<file path="src/rtl/sdlc_tx_pkg.sv">
package sdlc_tx_pkg;

    // Kind of character currently held in the output shifter
    typedef enum logic [2:0] {
        ST_MARK,
        ST_FLAG,
        ST_DATA,
        ST_CRC,
        ST_ABORT
    } tx_state_e;

endpackage

</file>
<file path="src/rtl/sdlc_tx_crc.sv">
module sdlc_tx_crc #(
    parameter int                DATA_W = 8,
    parameter int                CRC_W  = 16,
    parameter logic [CRC_W-1:0]  POLY   = 16'h8408,
    parameter logic [CRC_W-1:0]  INIT   = 16'hFFFF
) (
    input  logic              clk,
    input  logic              rst_n,
    input  logic              start,
    input  logic              upd,
    input  logic [DATA_W-1:0] din,
    output logic [CRC_W-1:0]  crc_q
);

    // Reflected CRC over one byte, LSB first
    function automatic logic [CRC_W-1:0] step(input logic [CRC_W-1:0] c_in,
                                              input logic [DATA_W-1:0] d);
        logic [CRC_W-1:0] c;
        c = c_in;
        for (int i = 0; i < DATA_W; i++) begin
            if (c[0] ^ d[i]) c = (c >> 1) ^ POLY;
            else             c = c >> 1;
        end
        return c;
    endfunction

    always_ff @(posedge clk) begin
        if (!rst_n)   crc_q <= INIT;
        else if (upd) crc_q <= step(start ? INIT : crc_q, din);
    end

endmodule

</file>
<file path="src/rtl/sdlc_tx_shifter.sv">
module sdlc_tx_shifter #(
    parameter int CHAR_W    = 16,
    parameter int LEN_W     = 5,
    parameter int STUFF_RUN = 5
) (
    input  logic              clk,
    input  logic              rst_n,
    input  logic [CHAR_W-1:0] ld_char,
    input  logic [LEN_W-1:0]  ld_len,
    input  logic              ld_stuff,
    output logic              need,
    output logic              txd
);

    localparam int RUN_W = $clog2(STUFF_RUN + 1);

    logic [CHAR_W-1:0] sh;
    logic [LEN_W-1:0]  left;
    logic [RUN_W-1:0]  ones;
    logic              stf;
    logic              stuff_now;

    assign stuff_now = (ones == RUN_W'(STUFF_RUN));
    // A new character is taken every cycle this is high
    assign need      = (left == '0) && !stuff_now;

    always_ff @(posedge clk) begin
        if (!rst_n) begin
            sh   <= '0;
            left <= '0;
            ones <= '0;
            stf  <= 1'b0;
            txd  <= 1'b1;
        end else if (stuff_now) begin
            txd  <= 1'b0;
            ones <= '0;
        end else if (left != '0) begin
            txd  <= sh[0];
            sh   <= sh >> 1;
            left <= left - LEN_W'(1);
            ones <= (stf && sh[0]) ? ones + RUN_W'(1) : '0;
        end else begin
            txd  <= ld_char[0];
            sh   <= ld_char >> 1;
            left <= ld_len - LEN_W'(1);
            stf  <= ld_stuff;
            ones <= (ld_stuff && ld_char[0]) ? ones + RUN_W'(1) : '0;
        end
    end

    // the run counter never passes the insertion threshold
    p_run_bound_r3: assert property (@(posedge clk) disable iff (!rst_n)
        ones <= RUN_W'(STUFF_RUN));

endmodule

</file>
<file path="src/rtl/sdlc_framer_tx.sv">
module sdlc_framer_tx
    import sdlc_tx_pkg::*;
#(
    parameter int               DATA_W    = 8,
    parameter int               CRC_W     = 16,
    parameter logic [CRC_W-1:0] CRC_POLY  = 16'h8408,
    parameter logic [CRC_W-1:0] CRC_INIT  = 16'hFFFF,
    parameter logic [DATA_W-1:0] FLAG_CHAR = 8'h7E,
    parameter int               STUFF_RUN = 5
) (
    input  logic              clk,
    input  logic              rst_n,
    input  logic              tx_en,
    input  logic              wr_valid,
    input  logic [DATA_W-1:0] wr_data,
    input  logic              clr_eom,
    input  logic              abort_cmd,
    output logic              txd,
    output logic              buf_empty,
    output logic              eom_latch,
    output logic              tx_irq,
    output logic              ext_irq
);

    localparam int CHAR_W = (CRC_W > DATA_W) ? CRC_W : DATA_W;
    localparam int LEN_W  = $clog2(CHAR_W + 1);

    tx_state_e         state, nxt;
    logic              buf_full;
    logic [DATA_W-1:0] buf_q;
    logic              eom_q;
    logic              abort_pend;
    logic              need;
    logic [CHAR_W-1:0] ld_char;
    logic [LEN_W-1:0]  ld_len;
    logic              ld_stuff;
    logic              take_buf, go_crc, go_abort, post_crc_flag;
    logic [CRC_W-1:0]  crc_q;

    assign buf_empty = !buf_full && (state != ST_CRC);
    assign eom_latch = eom_q;

    sdlc_tx_crc #(
        .DATA_W(DATA_W), .CRC_W(CRC_W), .POLY(CRC_POLY), .INIT(CRC_INIT)
    ) u_crc (
        .clk   (clk),
        .rst_n (rst_n),
        .start (state == ST_FLAG),
        .upd   (take_buf),
        .din   (buf_q),
        .crc_q (crc_q)
    );

    sdlc_tx_shifter #(
        .CHAR_W(CHAR_W), .LEN_W(LEN_W), .STUFF_RUN(STUFF_RUN)
    ) u_shift (
        .clk      (clk),
        .rst_n    (rst_n),
        .ld_char  (ld_char),
        .ld_len   (ld_len),
        .ld_stuff (ld_stuff),
        .need     (need),
        .txd      (txd)
    );

    // Next character choice at each boundary
    always_comb begin
        nxt           = state;
        ld_char       = CHAR_W'(1);
        ld_len        = LEN_W'(1);
        ld_stuff      = 1'b0;
        take_buf      = 1'b0;
        go_crc        = 1'b0;
        go_abort      = 1'b0;
        post_crc_flag = 1'b0;
        if (need) begin
            if (!tx_en) begin
                nxt = ST_MARK;
            end else if (abort_pend) begin
                nxt      = ST_ABORT;
                ld_char  = CHAR_W'({DATA_W{1'b1}});
                ld_len   = LEN_W'(DATA_W);
                go_abort = 1'b1;
            end else begin
                unique case (state)
                    ST_FLAG, ST_DATA: begin
                        if (buf_full) begin
                            nxt      = ST_DATA;
                            ld_char  = CHAR_W'(buf_q);
                            ld_len   = LEN_W'(DATA_W);
                            ld_stuff = 1'b1;
                            take_buf = 1'b1;
                        end else if (state == ST_DATA && !eom_q) begin
                            nxt      = ST_CRC;
                            ld_char  = CHAR_W'(~crc_q);
                            ld_len   = LEN_W'(CRC_W);
                            ld_stuff = 1'b1;
                            go_crc   = 1'b1;
                        end else begin
                            nxt     = ST_FLAG;
                            ld_char = CHAR_W'(FLAG_CHAR);
                            ld_len  = LEN_W'(DATA_W);
                        end
                    end
                    ST_CRC: begin
                        nxt           = ST_FLAG;
                        ld_char       = CHAR_W'(FLAG_CHAR);
                        ld_len        = LEN_W'(DATA_W);
                        post_crc_flag = 1'b1;
                    end
                    default: begin
                        nxt     = ST_FLAG;
                        ld_char = CHAR_W'(FLAG_CHAR);
                        ld_len  = LEN_W'(DATA_W);
                    end
                endcase
            end
        end
    end

    // State register
    always_ff @(posedge clk) begin
        if (!rst_n) state <= ST_MARK;
        else        state <= nxt;
    end

    // Buffer, latch and interrupt outputs
    always_ff @(posedge clk) begin
        if (!rst_n) begin
            buf_full   <= 1'b0;
            buf_q      <= '0;
            eom_q      <= 1'b1;
            abort_pend <= 1'b0;
            tx_irq     <= 1'b0;
            ext_irq    <= 1'b0;
        end else begin
            if (take_buf) begin
                buf_full <= 1'b0;
            end else if (wr_valid && buf_empty) begin
                buf_full <= 1'b1;
                buf_q    <= wr_data;
            end
            if (go_crc || go_abort) eom_q <= 1'b1;
            else if (clr_eom)       eom_q <= 1'b0;
            if (go_abort || (need && !tx_en)) abort_pend <= 1'b0;
            else if (abort_cmd && tx_en)      abort_pend <= 1'b1;
            tx_irq  <= take_buf || post_crc_flag;
            ext_irq <= go_crc;
        end
    end

    p_crc_sets_eom_r5: assert property (@(posedge clk) disable iff (!rst_n)
        ext_irq |-> eom_latch);

    p_crc_blocks_buf_r6: assert property (@(posedge clk) disable iff (!rst_n)
        ext_irq |-> !buf_empty);

    p_irq_apart_r7: assert property (@(posedge clk) disable iff (!rst_n)
        !(tx_irq && ext_irq));

    p_mark_when_off_r8: assert property (@(posedge clk) disable iff (!rst_n)
        (need && !tx_en) |=> txd);

    p_hold_buf_r8: assert property (@(posedge clk) disable iff (!rst_n)
        (!tx_en && buf_full) |=> (buf_full && $stable(buf_q)));

    p_abort_sets_eom_r10: assert property (@(posedge clk) disable iff (!rst_n)
        (need && tx_en && abort_pend) |=> eom_latch);

endmodule

</file>
<file path="config.mk">
export PLATFORM = sky130hd
export DESIGN_NAME = sdlc_framer_tx
export DESIGN_NICKNAME = d
export VERILOG_FILES = /design/src/rtl/sdlc_tx_pkg.sv /design/src/rtl/sdlc_tx_crc.sv /design/src/rtl/sdlc_tx_shifter.sv /design/src/rtl/sdlc_framer_tx.sv
export SDC_FILE = /design/constraint.sdc
export NUM_CORES = 1
export LEC_CHECK = 0
export ABC_AREA = 0
export BUFFER_PORTS_ARGS = -buffer_cell sky130_fd_sc_hd__buf_4
export CORE_ASPECT_RATIO = 0.8
export CORE_MARGIN = 1
export CORE_UTILIZATION = 45
export DETAILED_ROUTE_END_ITERATION = 6
export HOLD_SLACK_MARGIN = 0.12
export MAX_ROUTING_LAYER = met4
export PLACE_DENSITY_LB_ADDON = 0.08
export SYNTH_ARGS = -nofsm -noshare
export SYNTH_HDL_FRONTEND = slang
export SYNTH_SLANG_ARGS = --single-unit
</file>
<file path="constraint.sdc">
create_clock -name clk -period 2.3 [get_ports clk]
set_input_delay 0.46 -clock clk [delete_from_list [all_inputs] [get_ports clk]]
set_output_delay 0.46 -clock clk [all_outputs]
set_load 0.05 [all_outputs]
</file>
==> Yosys cells after proc, flatten, opt, wreduce, memory -nomap -nowiden <==
Cells that the tools add are included.
{ "word_totals": {"mem_count": 0, "ram_bits": 0, "latchBits": 0, "mem_bits_ro": 0, "elab_cells": 136, "register_bits": 58, "out_inout_bits": 5} }
{ "op_classes": {"addsub": 3, "mul": 0, "div": 0, "magnitude_cmp": 0, "mux": 70, "n_bitwise": 21, "n_reduce_logical": 24, "shift": 0, "eq_ne": 5} }
{ "op_table": {"columns": ["cell", "n"], "rows": [
  ["16-bit 2-to-1 mux", 29],
  ["5-bit 2-to-1 mux", 7],
  ["1-bit 2-to-1 mux", 25],
  ["2-bit NOT with 3-bit output", 8],
  ["3-bit 2-to-1 mux", 6],
  ["16-bit NOT", 1],
  ["15-bit 2-to-1 mux", 1],
  ["2-bit OR reduction", 5],
  ["5-bit by 1-bit subtractor with 5-bit output, second input constant", 2],
  ["1-bit logical AND", 8],
  ["1-bit XOR", 8],
  ["3-bit by 2-bit == test with 1-bit output, second input constant", 2],
  ["5-bit logical NOT", 1],
  ["5-bit nonzero test", 1],
  ["1-bit logical NOT", 4],
  ["2-bit 2-to-1 mux", 2],
  ["1-bit NOT", 4],
  ["2-bit AND reduction", 2],
  ["3-bit by 1-bit adder with 3-bit output, second input constant", 1],
  ["3-bit by 1-bit == test with 1-bit output, second input constant", 1],
  ["3-bit == test, second input constant", 1],
  ["1-bit logical OR", 3],
  ["3-bit by 2-bit != test with 1-bit output, second input constant", 1]
]} }

==> Longest topological paths before layout <==
Gate-level depths: netlist (run 1).
{ "depth": {"depth_word": 34, "ltp_mapped": 10} }

==> Cells and area by module <==
From an unflattened synthesis (run 1), not the netlist that was laid out.
{ "unflattened": {"hier_cells": 368, "area_unflattened_um2": 3225.6} }
{ "by_module_without_submodules": {"columns": ["module", "cells_each", "n_inst", "area_each_um2", "seq_area_each_um2"], "rows": [
  ["sdlc_tx_shifter", 131, 1, 1172.4, 500.5],
  ["sdlc_tx_crc", 111, 1, 1033.5, 320.3],
  ["sdlc_framer_tx", 126, 1, 1019.7, 320.3]
]} }

==> Worst setup path before layout (run 1) <==
No wires, ideal clock.
{ "synth_path": {"path_type": "flip-flop to flip-flop", "start": "register u_shift.ones[1]", "end": "register u_shift.left[4]", "period_less_slack_ns": 1.818, "t_required_ns": 2.185, "stages_incl_launch_ff": 11, "arrival_time_ns": 1.703, "setup_time_ns": 0.115, "n_path_buf": 0, "path_slack_ns": 0.482, "path_cell_list": "dfxtp_1 inv_1 ha_1 nand2_1 nand4_1 a21oi_1 ha_1 and3b_1 o21ai_1 xor2_1 and2_1"} }
{ "synth_via": {"elab_chain_len": 6} }
{ "synth_lines": {"columns": ["item", "line", "text"], "rows": [
  ["start: declaration", "sdlc_tx_shifter.sv:19", "logic [RUN_W-1:0] ones;"],
  ["start signal: assignment", "sdlc_tx_shifter.sv:41", "ones <= (stf && sh[0]) ? ones + RUN_W'(1) : '0;"],
  ["start signal: assignment", "sdlc_tx_shifter.sv:47", "ones <= (ld_stuff && ld_char[0]) ? ones + RUN_W'(1) : '0;"],
  ["3-bit == test *", "sdlc_tx_shifter.sv:23", "assign stuff_now = (ones == RUN_W'(STUFF_RUN));"],
  ["1-bit logical NOT", "sdlc_tx_shifter.sv:25", "assign need = (left == '0) && !stuff_now;"],
  ["1-bit logical AND", "sdlc_tx_shifter.sv:25", null],
  ["5-bit 2-to-1 mux", "sdlc_framer_tx.sv:76", "if (need) begin"],
  ["5-bit by 1-bit subtractor with 5-bit output", "sdlc_tx_shifter.sv:45", "left <= ld_len - LEN_W'(1);"],
  ["5-bit 2-to-1 mux", "sdlc_tx_shifter.sv:37", "end else if (left != '0) begin"],
  ["end signal: assignment", "sdlc_tx_shifter.sv:40", "left <= left - LEN_W'(1);"],
  ["end signal: assignment", "sdlc_tx_shifter.sv:45", null],
  ["end: declaration", "sdlc_tx_shifter.sv:18", "logic [LEN_W-1:0] left;"]
]} }
Every way passes the cells marked *; elsewhere a longest branch is shown, timed or not.
A chain may end at the register's enable or synchronous reset.

==> Worst setup path after layout (run 1) <==
{ "layout_path": {"start": "register u_shift.ones[1]", "end": "register u_crc.crc_q[10]"} }
{ "layout_via": {"elab_chain_len": 4} }
{ "layout_lines": {"columns": ["item", "line", "text"], "rows": [
  ["3-bit == test", "sdlc_tx_shifter.sv:23", null],
  ["1-bit logical NOT", "sdlc_tx_shifter.sv:25", null],
  ["1-bit logical AND", "sdlc_tx_shifter.sv:25", null],
  ["1-bit 2-to-1 mux", "sdlc_framer_tx.sv:76", null],
  ["end signal: assignment", "sdlc_tx_crc.sv:29", "else if (upd) crc_q <= step(start ? INIT : crc_q, din);"],
  ["end: declaration", "sdlc_tx_crc.sv:12", "output logic [CRC_W-1:0] crc_q"]
]} }
No other way between the ends.

==> results of run 1 <==
## kinds of logic (layout without fill, tap and decap cells)
logic type | after synthesis | in the layout | synth area share [%]
flip-flops | 57 | 57 | 40.7
AND/OR/NAND/NOR | 117 | 117 | 21.0
adder cells (fa/ha/maj) | 3 | 3 | 1.34
AO/OA/AOI/OAI | 90 | 90 | 21.9
XOR/XNOR | 38 | 38 | 11.9
buffers and inverters | 22 | 44 | 3.26
## per-stage QoR
| step | hold WS [ps] | utilization [%] | instances |
|---|---|---|---|
| floorplan | 421 | - | 327 |
| global placement | 436 | 50.4 | 414 |
| detailed placement | 449 | 50.4 | 414 |
| CTS | 371 | 53.9 | 430 |
| global route | 382 | 53.9 | 430 |
| finish | 388 | 53.9 | 430 |
## area by class of cell
class	instances	area, um2
multi-input combinational	248	1570
inverter	4	15.0
timing repair buffer	24	180
clock buffer	14	173
fill	598	2760
clock inverter	2	35.0
tap	81	101
sequential	57	1140
## routing by layer
metal	track usage (%)	wire, um
met3	6.25	333
met1	31.1	3450
met2	31.3	2600
met4	8.06	87
met5	-	0
## worst register-to-register path: stages (launching register included)
cell	delay, ps
dfxtp_1	330
inv_1	40
ha_1	220
nand2_1	150
and4_1	380
nand2_1	220
nand2_1	380
a2bb2oi_1	200
## registers in the layout (all words and copies together), names as in the netlist
name,count
u_crc.crc_q,16
u_shift.sh,15
buf_q,8
u_shift.left,5
state,3
u_shift.ones,3
abort_pend,1
buf_full,1
eom_latch,1
ext_irq,1
tx_irq,1
u_shift.stf,1
u_shift.txd,1
## placed cells by master, fill, tap and decap left out, drive strengths merged, types with 2 or more instances in the layout
master,instances
nor2b,8
o21a,7
xor2,14
a21boi,11
clkinv,2
xnor2,24
dfxtp,57
o211ai,2
clkbuf,14
a22oi,3
or3,2
nand3,11
nand2,36
o21ai,21
a21oi,12
and3b,2
a2bb2oi,18
buf,24
a31oi,6
inv,3
nand2b,4
a21o,2
ha,3
and2,5
nor3,6
nor2,34
o22ai,4
and3,3
## how the worst min path moves through the flow
stage / slack (ps) / to / start
final: 390 / buf_q[4]$_SDFFE_PN0P_ / wr_data[4]
after floorplan: 420 / u_shift.ones[0]$_SDFF_PP0_ / u_shift.ones[0]$_SDFF_PP0_
after global routing: 380 / buf_q[2]$_SDFFE_PN0P_ / wr_data[2]
after detailed placement: 450 / u_shift.ones[0]$_SDFF_PP0_ / u_shift.ones[0]$_SDFF_PP0_
after global placement: 440 / u_shift.ones[0]$_SDFF_PP0_ / u_shift.ones[0]$_SDFF_PP0_
after CTS: 370 / buf_q[3]$_SDFFE_PN0P_ / wr_data[3]
## Yosys cell counts (all sizes together), types with 3 or more instances
library cell | instances | area [um2]
a21boi | 11 | 82.6
a21oi | 12 | 60.1
a22oi | 3 | 27.5
a2bb2oi | 18 | 158
a31oi | 6 | 37.5
and2 | 5 | 31.3
and3 | 3 | 18.8
buf | 6 | 31.3
clkbuf | 12 | 45.0
dfxtp | 57 | 1140
ha | 3 | 37.5
inv | 3 | 11.3
nand2 | 36 | 135
nand2b | 4 | 25.0
nand3 | 11 | 55.1
nor2 | 34 | 146
nor2b | 8 | 50.1
nor3 | 6 | 45.0
o21a | 7 | 52.6
o21ai | 21 | 105
o22ai | 4 | 25.0
xnor2 | 24 | 210
xor2 | 14 | 123
## power by group through the flow
stage          registers (W)  clock network (W)  logic (W)
2_1_floorplan        0.00117                  0   0.000524
3_3_place_gp         0.00118                  0   0.000687
3_5_place_dp         0.00118                  0   0.000683
4_1_cts              0.00116            0.00101   0.000687
5_1_grt              0.00117            0.00105   0.000768
6_report             0.00116           0.000984   0.000685
==> summary.txt, run 1 <==
Outcome
  – Run status: finished clean

Logic synthesis
  – Main synth FF type: dfxtp_1
  – YS warnings: 0
  – Async SR Flop Fraction: 0%
  – Syn_nets: around 340
  – Synthesized cell area: ~2800 um2
  – FF+latch count, synth: 57
  – Post-synth EDFFs: 0
  – Post-synthesis cell type count: 45
  – Sequential share of the synthesized area: 40.7%
  – Syn Inst Count: approximately 330
  – Syn avg cell area: roughly 8.6 um2

Cells and area
  – Design Area, Final: about 3200 um2
  – Nets: approximately 360
  – Diode count: 0
  – Layout cell share with drive strength beyond 1: a little over an eighth
  – Synth-to-layout area growth: 14.7%

Worst hold path
  – Worst min-delay path class: in -> reg
  – Hold path cells: 3

Setup path
  – Required time of the critical path: approximately 2600 ps
  – Worst setup path endpoint: u_crc.crc_q[10]$_SDFFE_PN1P_
  – Critical path type: reg -> reg
  – Slowest-stage cell, CP: and4_1
  – Worst path max stage delay: between 300 and 400 ps
  – Critical Path AT: between 2000 and 2500 ps
  – FF-to-FF setup slack: between 300 and 400 ps
  – Stages on worst setup path: 7
  – Delay-heaviest family, CP: simple AND/OR/NAND/NOR gates
  – Reg-to-Reg Start: u_shift.ones[1]$_SDFF_PP0_
  – Cell repeated most along the worst path: nand2_1
  – Reg2reg path depth: 7
  – Critical Path Source: u_shift.ones[1]$_SDFF_PP0_
  – CP Cell Sequence: inv_1 > ha_1 > nand2_1 > and4_1 > nand2_1 > nand2_1 > a2bb2oi_1
  – Worst r2r dst: u_crc.crc_q[10]$_SDFFE_PN1P_
  – Critical path fanouts, max: 12
  – CP Launch Type: register
  – Crit end category: register
  – Worst path bufs/invs: 1

Die
  – Site Rows: 25
  – Starting Density: between 40 and 50%
  – Core area: 5970 um2
  – Die Y: between 70 and 80 um
  – I/O pins: 19
  – Die W: around 90 um
  – DIE AREA: approximately 6600 um2

STA
  – Tightest Pin Transition: around 580 ps
  – Setup WS post-layout: roughly 300 ps
  – Worst slew margin: 61.4%
  – RSZ-0062 raised after global routing: false
  – Final hold vios: 0
  – Skew final: approximately 6.1 ps
  – Tcrit/Tclk final: between 80 and 90%
  – Fmax: approximately 500 MHz
  – Final Slew Violations: 0
  – # setup viols final: 0
  – Sum of negative setup slack: 0 ps
  – Final min period: 2000 ps

Routing
  – First DRT Iteration DRCs: between 100 and 150
  – Post-Route WL: 6470 um
  – WL/cell: around 15 um
  – ANT nets after route: 0
  – Via count: roughly 2300
  – Vias per cell: approximately 5.3
  – # DRC: 0
  – DRT Pass-1 Iters: 4

Clock tree
  – Clk Latency, worst-skew pair: ~340 ps
  – Post-CTS Resized: 0
  – Clock transition at path regs: about 60 ps
  – Post-CTS Setup Bufs: 0
  – CTS Hold Bufs: 0
  – CTS tree: done
  – Num CTS Buffers: 9
  – Max Root-Sink Buffers: 2
  – CTS H-tree lvls: 3
  – CTS Root Cell: clkbuf_8
  – # clock sinks: 57

Global route
  – Pin count of the biggest net entering global routing: 35
  – Gr ovfl total: 0
  – First-pass GRT wire length: about 11000 um
  – Vias in the first global route: between 2000 and 2500
  – Total GRT Usage: between 20% and 30%
  – Initial antenna violation count: 0

Place
  – Placed cell area: approximately 3000 um2
  – DP Wirelength: ~4500 um
  – Port Buf Inserts: 18
  – Routability cong.: approximately 0.82
  – Pre-CTS WS: 280 ps

Flow run
  – Maxcap violations: 0

Power and ir drop
  – Max VDD drop: about 0.00057 V
  – Pwr/cell area: between 800 and 900 nW/um2
  – Comb power frac: between 20% and 30%
  – Clk pwr share: 34.8%
  – Pleak: about 1.3 nW
  – Net Switching: between 0.0008 and 0.0009 W
  – Final Power: 0.00283 W
  – Part of the power in registers: around two fifths
  – Switching part of the total: between 30% and 40%
  – Int Pwr: around 0.0019 W
Note: power is estimated with default switching activity, not from simulation.
==> run 2, diff against run 1 <==
- CTS_BUF_LIST: unset -> sky130_fd_sc_hd__clkbuf_8
- GPL_TIMING_DRIVEN: unset -> 0
==> summary.txt, run 2 (synthesis results as in run 1) <==
Die
  – DIE AREA: 6560 um2 (unchanged)
  – Site Rows: 25 (unchanged)
  – Die W: 90.3 um (unchanged)
  – Die Y: 72.6 um (unchanged)
  – Core area: 5970 um2 (unchanged)
  – Starting Density: 47.0% (unchanged)
  – I/O pins: 19 (unchanged)

Global route
  – Gr ovfl total: 0 (unchanged)
  – First-pass GRT wire length: 11000 um (+1.7%)
  – Vias in the first global route: 2167 (+2.7%)
  – Pin count of the biggest net entering global routing: 11 (-69%)
  – Initial antenna violation count: 0 (unchanged)
  – Total GRT Usage: 22.5% (+0.039 points)

STA
  – Setup WS post-layout: 247 ps (-54.9 ps)
  – Sum of negative setup slack: 0 ps (unchanged)
  – Fmax: 487 MHz (-2.7%)
  – Worst slew margin: 62.8% (+1.4 points)
  – Final hold vios: 0 (unchanged)
  – Tcrit/Tclk final: 89.2% (+2.4 points)
  – Final min period: 2050 ps (+54.9 ps)
  – Tightest Pin Transition: 558 ps (-20.1 ps)
  – Final Slew Violations: 0 (unchanged)
  – RSZ-0062 raised after global routing: false
  – # setup viols final: 0 (unchanged)
  – Worst Hold Slack: 393 ps (+4.36 ps)
  – Skew final: 10.0 ps (+3.92 ps)

Setup path
  – CP Launch Type: register
  – Critical path fanouts, max: 10 (-2)
  – Crit end category: output port
  – Slowest-stage cell, CP: dfxtp_1
  – Critical Path AT: 1590 ps (-670 ps)
  – Required time of the critical path: 1840 ps (-730 ps)
  – Worst path max stage delay: 440 ps (+60 ps)
  – Delay-heaviest family, CP: simple AND/OR/NAND/NOR gates
  – Critical Path Source: state[2]$_SDFFE_PN0P_
  – CP Cell Sequence: and3b_1 > nor2_2 > buf_4
  – Critical path type: reg -> out
  – Worst path bufs/invs: 1 (unchanged)
  – Reg-to-Reg Start: u_shift.ones[1]$_SDFF_PP0_

Routing
  – Vias per cell: 5.21 (-1.8%)
  – First DRT Iteration DRCs: 132 (+15%)
  – WL/cell: 14.5 um (-3.6%)
  – DRT Pass-1 Iters: 5 (+1)
  – Post-Route WL: 6360 um (-1.6%)
  – Via count: 2286 (+0.22%)
  – ANT nets after route: 0 (unchanged)
  – # DRC: 0 (unchanged)

Clock tree
  – Num CTS Buffers: 9 (unchanged)
  – CTS tree: done
  – Clock transition at path regs: 60 ps (about the same)
  – Post-CTS Resized: 0 (unchanged)
  – CTS H-tree lvls: 3 (unchanged)
  – CTS Hold Bufs: 0 (unchanged)
  – Clk Latency, worst-skew pair: 330 ps (about the same)
  – # clock sinks: 57 (unchanged)
  – CTS Root Cell: clkbuf_8
  – Max Root-Sink Buffers: 2 (unchanged)
  – Post-CTS Setup Bufs: 0 (unchanged)

Place
  – Routability cong.: 0.807 (-1.3%)
  – Inst Count DP: 424 (+2.4%)
  – Pre-CTS WS: 161 ps (-119 ps)
  – DP Wirelength: 4660 um (+3.8%)
  – Port Buf Inserts: 16 (-2)

Cells and area
  – Register area: 1140 um2 (unchanged)
  – Diode count: 0 (unchanged)
  – Max FFs per register: 16 (unchanged)
  – Layout cell share with drive strength beyond 1: 12.6% (-0.90 points)
  – Top reg by flops: u_crc.crc_q
  – Most frequent cells in the layout: dfxtp_1, nand2_1, nor2_1
  – Layout fillers: 585 (-2.2%)
  – Synth-to-layout area growth: 13.7%
  – Largest registers: u_crc.crc_q (16), u_shift.sh (15), buf_q (8)
  – Multi-input gate area: 1580 um2 (+0.16%)
  – Nets: 371 (+2.8%)
  – Commonest non-fill, non-tap cell in the layout: dfxtp_1
  – Final std cells w/o fill: 439 (+2.1%)

Power and ir drop
  – Pwr/cell area: 825 nW/um2 (-6.1%)
  – Max VDD drop: 0.000470 V (-17%)
  – Pleak: 1.26 nW (-0.82%)
  – Final Power: 0.00263 W (-6.9%)

Worst hold path
  – HP Start: abort_cmd
  – Worst min-delay path class: in -> reg

Flow run
  – Maxcap violations: 0 (unchanged)

Outcome
  – Run status: finished clean
[run 2: layer usage]
metal	GRT usage [%]	vias up	share of wire, %
met5	-	-	0
met2	30.4	46	39
met4	7.53	0	0.93
met3	5.00	6	3.6
li1	-	1188	-
met1	32.7	1046	56
[run 2: worst min-delay path: stages]
cell and delay (ps):
buf_4 80, a22oi_1 50, nor2b_1 90
[run 2: worst paths after layout]
check	to	slack (ps)	cells after the start
max reg2reg	u_crc.crc_q[1]$_SDFFE_PN1P_	250	9
min	abort_pend$_SDFFE_PP0P_	390	3
max	buf_empty	250	3
min reg2reg	u_shift.ones[0]$_SDFF_PP0_	450	1
[run 2: power breakdown]
part / switching, W / internal, W / leakage, nW
Combinational: 0.000422 / 0.000288 / 0.702
Sequential: 0.0000713 / 0.00108 / 0.464
Clock: 0.000371 / 0.000402 / 0.0929
Total: 0.000865 / 0.00177 / 1.26
[run 2: through the flow]
step | instance area, um2 | util, %
2_1_floorplan | 2810 | -
3_3_place_gp | 3030 | 50.7
3_5_place_dp | 3030 | 50.7
4_1_cts | 3190 | 53.4
5_1_grt | 3190 | 53.4
6_report | 3190 | 53.4
[run 2: cell type report]
class	count	share of cell area, %
Multi-Input combinational cell	248	49.4
Sequential cell	57	35.8
Buffer	18	2.39
Inverter	4	0.471
Clock inverter	5	0.745
Tap cell	81	3.18
Timing Repair Buffer	16	3.76
Clock buffer	10	4.31
